===== src/rtl/stoprec_pkg.sv =====
package stoprec_pkg;

    typedef enum logic [1:0] {
        ST_RUN   = 2'd0,
        ST_STOP  = 2'd1,
        ST_RECOV = 2'd2
    } stoprec_state_e;

    typedef struct packed {
        stoprec_state_e state;
        logic           short_sel;
    } stoprec_ctl_t;

endpackage


===== src/rtl/stoprec_term_sel.sv =====
module stoprec_term_sel #(
    parameter int CNT_W     = 16,
    parameter int LONG_DLY  = 4096,
    parameter int SHORT_DLY = 32
) (
    input  logic             short_sel,
    output logic [CNT_W-1:0] term_m1
);
    localparam logic [CNT_W-1:0] LONG_M1  = CNT_W'(LONG_DLY - 1);
    localparam logic [CNT_W-1:0] SHORT_M1 = CNT_W'(SHORT_DLY - 1);

    generate
        if (LONG_DLY == SHORT_DLY) begin : g_single
            logic unused_sel;
            assign unused_sel = short_sel;
            assign term_m1    = LONG_M1;
        end else begin : g_dual
            assign term_m1 = short_sel ? SHORT_M1 : LONG_M1;
        end
    endgenerate

endmodule


===== src/rtl/stoprec_counter.sv =====
module stoprec_counter #(
    parameter int CNT_W = 16
) (
    input  logic             clk,
    input  logic             por_n,
    input  logic             clr,
    input  logic             hold,
    output logic [CNT_W-1:0] cnt_q
);
    logic [CNT_W-1:0] cnt_d;

    always_comb begin
        cnt_d = cnt_q + CNT_W'(1);
        if (clr) begin
            cnt_d = '0;
        end else if (hold) begin
            cnt_d = cnt_q;
        end
    end

    always_ff @(posedge clk or negedge por_n) begin
        if (!por_n) begin
            cnt_q <= '0;
        end else begin
            cnt_q <= cnt_d;
        end
    end

    // a clear request leaves the counter at zero
    assert_clear_zero_R3: assert property (@(posedge clk) disable iff (!por_n)
        clr |=> (cnt_q == '0));

    // with neither clear nor hold the counter advances by one
    assert_step_one_R2: assert property (@(posedge clk) disable iff (!por_n)
        (!clr && !hold) |=> (cnt_q == $past(cnt_q) + CNT_W'(1)));

endmodule


===== src/rtl/stoprec_ctrl.sv =====
module stoprec_ctrl #(
    parameter int CNT_W     = 16,
    parameter int LONG_DLY  = 4096,
    parameter int SHORT_DLY = 32
) (
    input  logic             clk_x4,
    input  logic             por_n,
    input  logic             ext_rst,
    input  logic             stop_cmd,
    input  logic             irq_wake,
    input  logic             brk_wake,
    input  logic             short_rec,
    output logic [CNT_W-1:0] count,
    output logic             bus_clk_en,
    output logic             recov_done,
    output logic             stop_active
);
    import stoprec_pkg::*;

    stoprec_ctl_t     ctl_d, ctl_q;
    logic             cnt_clr, cnt_hold, wake_any, at_term;
    logic [CNT_W-1:0] term_m1;
    logic [CNT_W-1:0] cnt_q;

    stoprec_term_sel #(
        .CNT_W    (CNT_W),
        .LONG_DLY (LONG_DLY),
        .SHORT_DLY(SHORT_DLY)
    ) u_term (
        .short_sel(ctl_q.short_sel),
        .term_m1  (term_m1)
    );

    stoprec_counter #(
        .CNT_W(CNT_W)
    ) u_cnt (
        .clk  (clk_x4),
        .por_n(por_n),
        .clr  (cnt_clr),
        .hold (cnt_hold),
        .cnt_q(cnt_q)
    );

    assign wake_any = irq_wake | brk_wake | ext_rst;
    assign at_term  = (ctl_q.state == ST_RECOV) && (cnt_q == term_m1);

    always_comb begin
        ctl_d    = ctl_q;
        cnt_clr  = 1'b0;
        cnt_hold = 1'b0;
        unique case (ctl_q.state)
            ST_RUN: begin
                if (stop_cmd) begin
                    ctl_d.state = ST_STOP;
                    cnt_clr     = 1'b1;
                end
            end
            ST_STOP: begin
                cnt_hold = 1'b1;
                if (wake_any) begin
                    ctl_d.state     = ST_RECOV;
                    ctl_d.short_sel = short_rec;
                end
            end
            ST_RECOV: begin
                if (at_term) begin
                    ctl_d.state = ST_RUN;
                end
            end
            default: begin
                ctl_d.state = ST_RUN;
            end
        endcase
    end

    always_ff @(posedge clk_x4 or negedge por_n) begin
        if (!por_n) begin
            ctl_q <= '{state: ST_RUN, short_sel: 1'b0};
        end else begin
            ctl_q <= ctl_d;
        end
    end

    assign count       = cnt_q;
    assign recov_done  = at_term;
    assign bus_clk_en  = (ctl_q.state == ST_RUN);
    assign stop_active = (ctl_q.state != ST_RUN);

    // stopped without wake keeps the counter parked at zero
    assert_park_zero_R4: assert property (@(posedge clk_x4) disable iff (!por_n)
        (ctl_q.state == ST_STOP && !wake_any) |=> (count == '0 && !bus_clk_en));

    // the done pulse lasts one cycle
    assert_done_pulse_R9: assert property (@(posedge clk_x4) disable iff (!por_n)
        recov_done |=> !recov_done);

    // the bus clock returns right after the done pulse
    assert_bus_back_R6: assert property (@(posedge clk_x4) disable iff (!por_n)
        recov_done |=> bus_clk_en);

    // the delay choice is frozen while recovery runs
    assert_sel_frozen_R8: assert property (@(posedge clk_x4) disable iff (!por_n)
        (ctl_q.state == ST_RECOV) |=> (ctl_q.state != ST_RECOV || $stable(ctl_q.short_sel)));

    // while recovering the counter advances regardless of wake inputs
    assert_recov_count_R10: assert property (@(posedge clk_x4) disable iff (!por_n)
        (ctl_q.state == ST_RECOV) |=> (count == $past(count) + CNT_W'(1)));

endmodule


===== config.mk =====
export PLATFORM = sky130hd
export DESIGN_NAME = stoprec_ctrl
export DESIGN_NICKNAME = d
export VERILOG_FILES = /design/src/rtl/stoprec_pkg.sv /design/src/rtl/stoprec_term_sel.sv /design/src/rtl/stoprec_counter.sv /design/src/rtl/stoprec_ctrl.sv
export SDC_FILE = /design/constraint.sdc
export NUM_CORES = 1
export LEC_CHECK = 0
export BUFFER_PORTS_ARGS = -buffer_cell sky130_fd_sc_hd__buf_2
export CAP_MARGIN = 10
export CORE_ASPECT_RATIO = 1.2
export CORE_MARGIN = 2
export CORE_UTILIZATION = 55
export CTS_BUF_LIST = sky130_fd_sc_hd__clkbuf_16
export CTS_CLUSTER_SIZE = 14
export DETAILED_ROUTE_END_ITERATION = 10
export PLACE_DENSITY = 0.89
export SYNTH_ARGS = -nofsm -noshare
export SYNTH_HDL_FRONTEND = slang
export SYNTH_SLANG_ARGS = --single-unit

===== constraint.sdc =====
create_clock -name clk_x4 -period 2.9 [get_ports clk_x4]
set_clock_uncertainty 0.1 [all_clocks]
set_input_delay 0.29 -clock clk_x4 [delete_from_list [all_inputs] [get_ports clk_x4]]
set_output_delay 0.29 -clock clk_x4 [all_outputs]
set_load 0.03 [all_outputs]

== After elaboration in Yosys (flattened, before gate mapping) ==
Cells that the tools add are included.

* Flip-flop bits (word level): 19
* Bits of input ports: 7
* Logic and storage cells: 28

* $add $sub $neg: 1
* Muxes and demuxes: 10
* Equality and inequality tests: 7
* Bitwise gates (word level): 2
* Reduce and logical (&&, ||, !) cells: 5

{| class="wikitable"
|+ Operators by type and width
! cell !! number
|-
| $mux W16 || 2
|-
| $add A16 B1 Y16 const B || 1
|-
| $eq A16 B16 Y1 || 1
|-
| $mux W12 || 1
|-
| $ne A2 B2 Y1 const B || 4
|-
| $pmux W2 S3 || 1
|-
| $mux W2 || 2
|-
| $mux W1 || 3
|-
| $mux W3 || 1
|-
| $reduce_and A3 Y1 || 1
|-
| $eq A2 B1 Y1 const B || 1
|-
| $eq A2 B2 Y1 const B || 1
|-
| $logic_not A2 Y1 || 1
|-
| $or A1 B1 Y1 || 2
|-
| $reduce_and A2 Y1 || 1
|-
| $reduce_bool A2 Y1 || 1
|-
| $logic_and A1 B1 Y1 || 1
|}

== Longest topological paths before layout ==
Gate-level depths: netlist of run 1.

* Depth in word-level cells: 5
* Depth in mapped cells: 5
* Gate-level depth less buffers: 5

== Hierarchy ==
Synthesis of run 1 repeated with hierarchy kept, for this count alone.

* Cell total of the unflattened synthesis: 137
* Area, all modules: 1270.0 sq um

{| class="wikitable"
|+ Modules (own cells, without submodules)
! module !! sequential area each (sq um) !! cells an instance !! times used !! area an instance (sq um)
|-
| stoprec_counter || 400.4 || 83 || 1 || 822.0
|-
| stoprec_ctrl || 75.1 || 36 || 1 || 324.1
|-
| stoprec_term_sel || 0.0 || 18 || 1 || 123.9
|}

== Worst setup path before layout of run 1 ==
No wires, ideal clock.

* Path kind: register to output
* From: register u_cnt.cnt_q[5]
* To: output recov_done
* Slack: 837 ps
* Cell stages (with the launch flop): 5
* Buffers on the path: 0
* Required time: 2510 ps
* Arrival: 1673 ps
* Cell sequence: dfrtp_1 > or4b_1 > o21ai_0 > and4b_1 > and3b_1

* Cells in the longest elaborated chain, start to end: 2

{| class="wikitable"
|+ RTL lines
! element !! RTL line !! source
|-
| from (decl) || stoprec_counter.sv:8 || <nowiki>output logic [CNT_W-1:0] cnt_q</nowiki>
|-
| from (signal assigned) || stoprec_counter.sv:25 || <nowiki>cnt_q <= cnt_d;</nowiki>
|-
| $eq A16 B16 Y1 || stoprec_ctrl.sv:45 || <nowiki>assign at_term = (ctl_q.state == ST_RECOV) && (cnt_q == term_m1);</nowiki>
|-
| $logic_and A1 B1 Y1 || stoprec_ctrl.sv:45 ||
|-
| to (decl) || stoprec_ctrl.sv:15 || <nowiki>output logic recov_done,</nowiki>
|}

Every way passes these cells.

== Final worst setup path of run 1 ==
Ends and elaborated chain as after synthesis.

==> results of run 1 <==
[power groups by stage]
stage	clock network (uW)	logic [uW]	registers [uW]
2_1_floorplan	0	197	409
3_5_place_dp	0	336	365
6_report	273	335	360
4_1_cts	278	339	360
5_1_grt	292	369	366
3_3_place_gp	0	328	361
[logic make-up after synthesis]
logic type	count (synthesis)	share of synthesized area, %
AO/OA/AOI/OAI	19	10.33
XOR/XNOR	7	6.027
adder cells (fa/ha/maj)	1	1.230
buffers and inverters	9	3.444
flip-flops	19	46.74
multiplexers	2	2.091
AND/OR/NAND/NOR	52	30.13
[state kept, by name, summed over array words and instances, names as in the netlist]
signal       count
ctl_q            3
u_cnt.cnt_q     16
[per-stage QoR]
stage,power (uW),cell area (sq um),instances
4_1_cts,976.7,1242,155
2_1_floorplan,606.4,1017,109
5_1_grt,1026,1242,155
6_report,967.7,1242,155
3_5_place_dp,700.9,1154,150
3_3_place_gp,688.6,1154,150
[cells in the mapped netlist (all sizes together), types with 2 or more instances]
master,n
nor4,2
or3,6
and3,5
dfrtp,19
nor2,9
and2,3
xor2,4
clkbuf,3
o21ai,8
nand3,6
nand2b,4
xnor2,3
nand2,4
inv,6
nand4,6
a21oi,7
[worst max-delay path by stage]
stage	start	end	slack, ns	depth (start not counted)
4_1_cts	u_cnt.cnt_q[5]	recov_done	0.57	5
2_1_floorplan	u_cnt.cnt_q[5]	recov_done	0.84	4
6_report	u_cnt.cnt_q[5]	recov_done	0.58	5
3_5_place_dp	u_cnt.cnt_q[5]	recov_done	0.86	5
5_1_grt	u_cnt.cnt_q[5]	recov_done	0.47	5
3_3_place_gp	u_cnt.cnt_q[5]	recov_done	0.91	5
[final cells by class]
type                            count  area, sq um  share of cell area, %
Multi-Input combinational cell     81        506.7                  40.79
Timing Repair Buffer               26        135.1                  10.88
Clock buffer                        3        75.07                  6.042
Sequential cell                    19        475.5                  38.27
Clock inverter                      1        3.754                 0.3021
Inverter                            6        22.52                  1.813
Tap cell                           19        23.77                  1.913
[per-layer routing]
metal	part of all wire [%]	GRT usage, %
met5	0	0
met4	2.6	14.65
met3	5.2	3.887
met2	52	40.05
met1	40	29.36
[cells in the final DEF (no fill, tap or decap), types with 4 or more instances in the layout]
master,instances
buf_2,25
dfrtp_1,19
nor2_1,9
o21ai_0,8
inv_1,7
a21oi_1,7
nand4_1,6
or3_1,6
nand3_1,5
and3_1,4
nand2b_1,4
xor2_1,4
nand2_1,4
==> run_results.csv, run 1 <==
group,metric,value,unit
die,die-width,43.26,microns
grt,track_usage,24.30,%
power,swShare,36.90,%
timing,slew_viol_final,0,
place,place_hpwl,1.595,mm
clock_network,path_clk_slew,0.05,ns
worst_setup_path,critPathRequiredTime,2.51,ns
worst_setup_path,worstPathMaxFanout,7,
grt,antenna_found_initial,0,
worst_setup_path,r2r_slack,1.05,ns
run,drv_cap,0,
power,p_leak,0.0006119,uW
synthesis,synth_seq_cells,19,
power,p_comb_share,34.6,%
worst_setup_path,r2r-end,"u_cnt.cnt_q[10]",
run_status,status,"completed",
clock_network,holdBufCountCts,1,
power,clkPwrFrac,28.2,%
clock_network,htreeDepth,1,
timing,relSlewSlack,64.85,%
die,initial_utilization,56.93,%
power,p_per_area,778.9,nW/um^2
place,dp_slack,0.8607,ns
grt,grt_pass1_wl,4.008,mm
worst_hold_path,min_to,"ctl_q[1]",
synthesis,synth_fp_nets,117,
clock_network,cts_made_buffers,3,
route,drtAntennaViolNets,0,
worst_setup_path,cp_slowest_cell,"or4b_1",
timing,holdWs,0.1465,ns
clock_network,clockRootBuffer,"clkbuf_16",
grt,grt-ovfl-total,0,
worst_setup_path,crit_buf_inv,1,
synthesis,synth_area,1017,sq um
power,max-vdd-ir-drop,0.6358,mV
clock_network,cts_buffer_depth,2,
synthesis,synth.avg_cell_area,9.332,sq um
power,p_int,610.6,uW
layout,syn_to_final_growth,22.14,%
timing,setup-violations-final,0,
synthesis,yosys_most_used_dff,"dfrtp_1",
timing,finalCriticalPeriod,2.319,ns
place,gp_routability_congestion,0.8070,
route,dr.pass1.iters,4,
route,viasPerCell,6.077,
die,num_rows,17,
power,p_seq_share,37.2,%
worst_setup_path,worstPathCellList,"or4b_1, o21ai_0, and4b_1, and3b_1, buf_2",
synthesis,synthTopCellsByArea,"dfrtp_1, o21ai_0, nand4_1, or3_1, a21oi_1",
worst_setup_path,ff2ff_path_depth,4,
synthesis,synth.top_cell.area_share,46.74,%
grt,grt_start_max_net_pins,20,
synthesis,yosys_warnings,0,
synthesis,yosysTopAreaCell,"dfrtp_1",
clock_network,ctsResizeCount,0,
layout,n_antenna_cell,0,
layout,fillCellCount,153,
clock_network,insertion_delay,0.25,ns
worst_hold_path,min_from,"brk_wake",
grt,first_global_vias,907,
die,core_area,1787,sq um
worst_setup_path,crit-reg2reg-launch,"ctl_q[2]",
synthesis,syn-instance-count,109,
place,io_buffer_count,25,
worst_setup_path,end_kind,"output port",
timing,worst_slack,0.5810,ns
route,routed_wl,2.270,mm
route,dr_total_vias,942,
die,num_io_pins,26,
synthesis,ys_types,34,
timing,fmax,431.2,MHz
worst_setup_path,arrival,1.93,ns
power,p_sw,357.1,uW
worst_setup_path,critPathTopFamily,"simple AND/OR/NAND/NOR gates",
synthesis,async_reset_ff_share,100.0,%
worst_setup_path,setup.worst_path.start_class,"flop",
worst_hold_path,hp-class,"input port to flop",
worst_hold_path,hold_depth,2,
timing,tightestPinTransition,0.5273,ns
layout,final_core_util,69.54,%
timing,fin_tns_setup,0,ns
synthesis,synth_edf_count,0,
clock_network,cts.sinks,19,
layout,drive_gt1_share,25.00,%
layout,final_nets,145,
worst_setup_path,criticalPathCategory,"flop to output port",
route,wl_per_cell,14.65,microns
clock_network,cts_tree,"yes",
timing,period_share,79.96,%
die,die_area,2211,sq um
timing,final-hold-violation-count,0,
clock_network,cts_setup_buffers,0,
die,die_y,51.11,microns
route,drt-initial-drc-count,22,
timing,rsz0062_at_grt,"false",
worst_setup_path,cp_slowest_stage_delay,0.54,ns
route,drc,0,
synthesis,ys_seq_area_share,46.74,%
Note: power is estimated with default switching activity, not from simulation.
==> inputs of run 2 (changes only) <==
- CORE_UTILIZATION: 55 -> 46
- PLACE_DENSITY: 0.89 -> 0.81
- clock period: 2.9 -> 2 ns (I/O delays scaled with it)
==> run 2 against run 1 <==
Net effect:
- the run now ends with negative setup slack left
- worst hold slack worse by 0.11 ns
- clock-buffer cell count stayed put
- first-iteration DRC count is 36% lower
- non-clock buffer count is 6 higher
- sequential cell count stayed put
- critical path depth stayed put
- sequential share of layout area is 1.9 points lower
- total power is 51% higher
- global-route usage is 2.7 points lower
- via count is 1.8% higher
- core utilization is 6.4 points lower
- largest power group unchanged
==> run_results.csv, run 2 (synthesized netlist as in run 1, its figures left out) <==
group,metric,value,unit
worst_setup_path,arrival,1.79,ns
worst_hold_path,hp-class,"input port to flop",
die,num_rows,18,
grt,grt-ovfl-total,0,
power,p_sw,553.7,uW
timing,period_share,104.3,%
worst_setup_path,end_kind,"output port",
timing,slew_viol_final,0,
worst_setup_path,criticalPathCategory,"flop to output port",
route,wl_per_cell,14.43,microns
power,p_seq_share,35.9,%
place,gp_routability_congestion,0.8390,
layout,largest_reg_flops,16,
die,die_y,55.51,microns
place,place_hpwl,1.681,mm
timing,fmax,479.5,MHz
worst_setup_path,critPathRequiredTime,1.70,ns
clock_network,path_clk_slew,0.05,ns
worst_setup_path,setup.worst_path.start_class,"flop",
layout,multi_input_area,506.7,sq um
power,clkPwrFrac,28.4,%
power,max-vdd-ir-drop,0.8108,mV
power,p_per_area,1114,nW/um^2
timing,worst_slack,-0.08530,ns
timing,tightestPinTransition,0.4951,ns
die,initial_utilization,49.09,%
route,dr_total_vias,959,
clock_network,cts_buffer_depth,2,
die,die_area,2605,sq um
timing,rsz0062_at_grt,"true",
timing,setup-violations-final,1,
timing,finalCriticalPeriod,2.085,ns
route,drc,0,
layout,syn_to_final_growth,28.54,%
die,die-width,46.93,microns
worst_setup_path,worstPathCellList,"or4b_1, o21ai_1, and4b_1, and3b_1, buf_6",
clock_network,insertion_delay,0.25,ns
layout,n_antenna_cell,0,
layout,mostFrequentLayoutCells,"buf_2, dfrtp_1, nor2_1",
layout,largest-register,"u_cnt.cnt_q",
timing,final-hold-violation-count,0,
layout,final_nets,151,
place,io_buffer_count,25,
power,swShare,38.01,%
die,num_io_pins,26,
power,p_int,902.9,uW
worst_setup_path,cp_slowest_cell,"or4b_1",
power,p_comb_share,35.7,%
clock_network,cts_tree,"yes",
clock_network,htreeDepth,1,
clock_network,cts.sinks,19,
clock_network,clockRootBuffer,"clkbuf_16",
clock_network,cts_made_buffers,3,
route,viasPerCell,5.576,
layout,reg_top3,"u_cnt.cnt_q (16), ctl_q (3)",
layout,fillCellCount,184,
timing,fin_tns_setup,-0.08530,ns
grt,track_usage,21.56,%
run,drv_cap,0,
grt,grt_start_max_net_pins,20,
route,drtAntennaViolNets,0,
grt,first_global_vias,877,
grt,antenna_found_initial,0,
run_status,violations,"negative setup slack",
layout,layout_commonest_cell,"buf_2",
grt,grt_pass1_wl,4.071,mm
worst_setup_path,cp_slowest_stage_delay,0.51,ns
worst_setup_path,worstPathMaxFanout,2,
power,power.total,1457,uW
route,drt-initial-drc-count,14,
layout,regArea,475.5,sq um
run_status,status,"complete, but fails checks",
layout,drive_gt1_share,28.17,%
route,routed_wl,2.482,mm
timing,relSlewSlack,67.00,%
die,core_area,2072,sq um
power,p_leak,0.0006439,uW
route,dr.pass1.iters,6,
run 2: changes by cell type in the layout (fill, tap and decap cells not counted), sizes merged:
cell / before / now
buf: 25 / 31
run 2: area by class of cell:
type	count	area share, %
Clock inverter	1	0.2871
Inverter	6	1.722
Sequential cell	19	36.36
Timing Repair Buffer	32	14.26
Tap cell	30	2.871
Clock buffer	3	5.742
Multi-Input combinational cell	81	38.76
run 2: worst paths after layout:
check,startpoint,slack (ns),to,cells past startpoint
max in group asynchronous,por_n,1.19,ctl_q[2],2
worst max-delay path,u_cnt.cnt_q[6],-0.09,recov_done,5
worst min register to register,u_cnt.cnt_q[4],0.46,u_cnt.cnt_q[4],2
worst max register to register,u_cnt.cnt_q[6],0.20,u_cnt.cnt_q[14],6
min in group asynchronous,por_n,0.31,u_cnt.cnt_q[13],2
worst min-delay path,ext_rst,0.04,ctl_q[1],2
run 2: power by group through the flow:
stage	logic, uW	clock network [uW]	registers, uW
floorplan	286	0	593
global placement	498	0	520
detailed placement	511	0	527
CTS	523	413	522
global route	571	432	534
finish	520	414	523
run 2: metal layers:
metal	vias to the layer above	GRT usage, %	share of wire [%]
li1	457	-	-
met2	31	33.07	50
met3	7	3.268	4.8
met1	464	28.51	43
met4	0	10.71	2.3
met5	-	0	0
run 2: critical path, delay by kind of cell (launching register included):
family	cells	cell delay (ns)
AO/OA/AOI/OAI	1	0.08
buffers and inverters	1	0.13
flip-flops	1	0.38
AND/OR/NAND/NOR	3	0.94
run 2: metrics by stage:
step,hold WS (ns),setup WS [ns],util [%],area [sq um],std cells
final,0.04098,-0.08530,63.10,1308,172
after global routing,0.06226,-0.1590,63.10,1308,172
after CTS,0.04311,-0.06861,62.74,1300,171
after detailed placement,0.05814,0.1772,58.15,1205,166
after global placement,0.05457,0.1988,58.15,1205,166
after floorplan,-0.1956,0.02667,-,1017,109
run 2: timing repair:
item                                    CTS  global route
endpoints found under the setup margin    1             1
resized for setup                         3             0
hold endpoints to repair                 19             0
pin swaps                                 0             1
hold buffers                              1             0
buffers inserted                          0             1
==> inputs of run 3 (changes only) <==
--- a/constraint.sdc
+++ b/constraint.sdc
@@ -4,2 +4,2 @@
 set_output_delay 0.2 -clock clk_x4 [all_outputs]
-set_load 0.03 [all_outputs]
+set_load 0.05 [all_outputs]
==> run 3 against run 2 <==
Net effect:
- the flow still finishes with violations (negative setup slack)
- via count down 1.1%
- critical path depth is the same
- clock power is 1% higher
- critical endpoint unchanged
==> run_results.csv, run 3 (synthesized netlist as in run 1, its figures left out) <==
group,metric,value,unit
run_status,status,"complete, but fails checks",
run_status,violations,"negative setup slack",
die,die_area,2605,sq um
power,clkPwrFrac,26.5,%
layout,mostFrequentLayoutCells,"buf_2, dfrtp_1, nor2_1",
worst_setup_path,end_kind,"output port",
timing,rsz0062_at_grt,"true",
power,p_sw,661.1,uW
worst_setup_path,critPathRequiredTime,1.70,ns
clock_network,htreeDepth,1,
die,initial_utilization,49.09,%
timing,worst_slack,-0.1389,ns
power,p_leak,0.0006403,uW
timing,slew_viol_final,0,
grt,track_usage,21.33,%
worst_hold_path,min_from,"ext_rst",
clock_network,path_clk_slew,0.06,ns
timing,tightestPinTransition,0.5162,ns
grt,antenna_found_initial,0,
worst_setup_path,cp_slowest_stage_delay,0.51,ns
die,core_area,2072,sq um
timing,fin_tns_setup,-0.1389,ns
worst_setup_path,crit-reg2reg-launch,"ctl_q[2]",
place,place_hpwl,1.752,mm
route,routed_wl,2.459,mm
timing,period_share,106.9,%
timing,final-hold-violation-count,0,
worst_setup_path,setup.worst_path.start_class,"flop",
route,drtAntennaViolNets,0,
grt,grt-ovfl-total,0,
worst_hold_path,min_to,"ctl_q[1]",
clock_network,cts.sinks,19,
run,drv_cap,0,
power,swShare,41.70,%
worst_setup_path,cp_slowest_cell,"or4b_1",
worst_setup_path,crit_buf_inv,1,
clock_network,cts_made_buffers,3,
worst_setup_path,arrival,1.84,ns
power,p_per_area,1184,nW/um^2
timing,fmax,467.5,MHz
route,dr.pass1.iters,4,
power,max-vdd-ir-drop,0.9273,mV
grt,grt_util_met1,26.04,%
die,num_rows,18,
worst_setup_path,worstPathCellList,"or4b_1, o21ai_1, and4b_1, and3b_2, buf_8",
timing,finalCriticalPeriod,2.139,ns
clock_network,cts_tree,"yes",
clock_network,cts_buffer_depth,2,
worst_setup_path,critPathTopFamily,"simple AND/OR/NAND/NOR gates",
power,p_seq_share,32.7,%
worst_setup_path,r2r_slack,0.27,ns
worst_setup_path,r2r-end,"u_cnt.cnt_q[11]",
grt,first_global_vias,908,
power,p_int,924.0,uW
route,drt-initial-drc-count,17,
layout,n_antenna_cell,0,
route,dr_total_vias,948,
layout,reg_top3,"u_cnt.cnt_q (16), ctl_q (3)",
die,die_y,55.51,microns
layout,largest_reg_flops,16,
timing,setup-violations-final,1,
clock_network,insertion_delay,0.26,ns
place,io_buffer_count,25,
die,num_io_pins,26,
worst_setup_path,criticalPathCategory,"flop to output port",
grt,grt_util_met2,36.59,%
place,gp_routability_congestion,0.8249,
grt,grt_pass1_wl,4.084,mm
clock_network,clockRootBuffer,"clkbuf_16",
worst_hold_path,hp-class,"input port to flop",
layout,final_nets,153,
timing,relSlewSlack,65.59,%
layout,drive_gt1_share,34.72,%
layout,layout_commonest_cell,"buf_2",
route,viasPerCell,5.448,
layout,syn_to_final_growth,31.61,%
worst_hold_path,hold_depth,2,
grt,grtUsageMet3,3.922,%
route,drc,0,
route,wl_per_cell,14.13,microns
worst_setup_path,worstPathMaxFanout,2,
grt,grt_busiest_layer,"met2",
die,die-width,46.93,microns
place,dp_slack,0.07025,ns
power,p_comb_share,40.8,%
grt,grt_start_max_net_pins,20,
worst_setup_path,ff2ff_path_depth,4,
layout,largest-register,"u_cnt.cnt_q",
layout,fillCellCount,173,
-- run 3: area by class of cell --
type                    instances  area (sq um)  share of cell area (%)
multi-input cells              81         508.0                   37.94
flip-flops and latches         19         481.7                   35.98
repair buffers                 34         205.2                   15.33
clock buffers                   3         75.07                   5.607
well taps                      30         37.54                   2.804
inverters                       6         26.28                   1.963
clock inverters                 1         5.005                  0.3738
-- run 3: layer usage --
metal | routed length [microns] | vias up
met4 | 21 | 0
met3 | 97 | 2
met2 | 1294 | 27
met1 | 1046 | 460
met5 | 0 | -
li1 | - | 459
-- run 3: metrics by stage --
stage / instance area, sq um / hold slack [ns] / instances / util (%) / power, uW
6_report: 1339 / 0.05251 / 174 / 64.61 / 1585
5_1_grt: 1339 / 0.06542 / 174 / 64.61 / 1671
4_1_cts: 1335 / 0.05179 / 174 / 64.43 / 1585
3_5_place_dp: 1231 / 0.06696 / 168 / 59.42 / 1162
3_3_place_gp: 1231 / 0.05527 / 168 / 59.42 / 1144
2_1_floorplan: 1028 / -0.1956 / 109 / - / 988.1
-- run 3: timing repair --
item | 4_1_cts | 5_1_grt
gates resized for setup | 2 | 2
hold buffers | 1 | 0
endpoints found under the setup margin | 1 | 1
endpoints found under the hold margin | 19 | 0
cloned | 0 | 0
setup buffers | 1 | 0
-- run 3: worst max-delay path by stage --
stage / cells after the start / slack (ns) / to / from
final: 5 / -0.14 / recov_done / u_cnt.cnt_q[5]
after global routing: 5 / -0.21 / recov_done / u_cnt.cnt_q[5]
after CTS: 5 / -0.13 / recov_done / u_cnt.cnt_q[5]
after detailed placement: 5 / 0.07 / recov_done / u_cnt.cnt_q[5]
after global placement: 5 / 0.08 / recov_done / u_cnt.cnt_q[5]
after floorplan: 4 / 0.03 / recov_done / u_cnt.cnt_q[5]
-- run 3: power groups by stage --
stage | logic [uW] | registers [uW] | clock network [uW]
3_5_place_dp | 637 | 525 | 0
5_1_grt | 701 | 527 | 443
3_3_place_gp | 624 | 520 | 0
6_report | 646 | 519 | 420
2_1_floorplan | 332 | 656 | 0
4_1_cts | 644 | 519 | 421
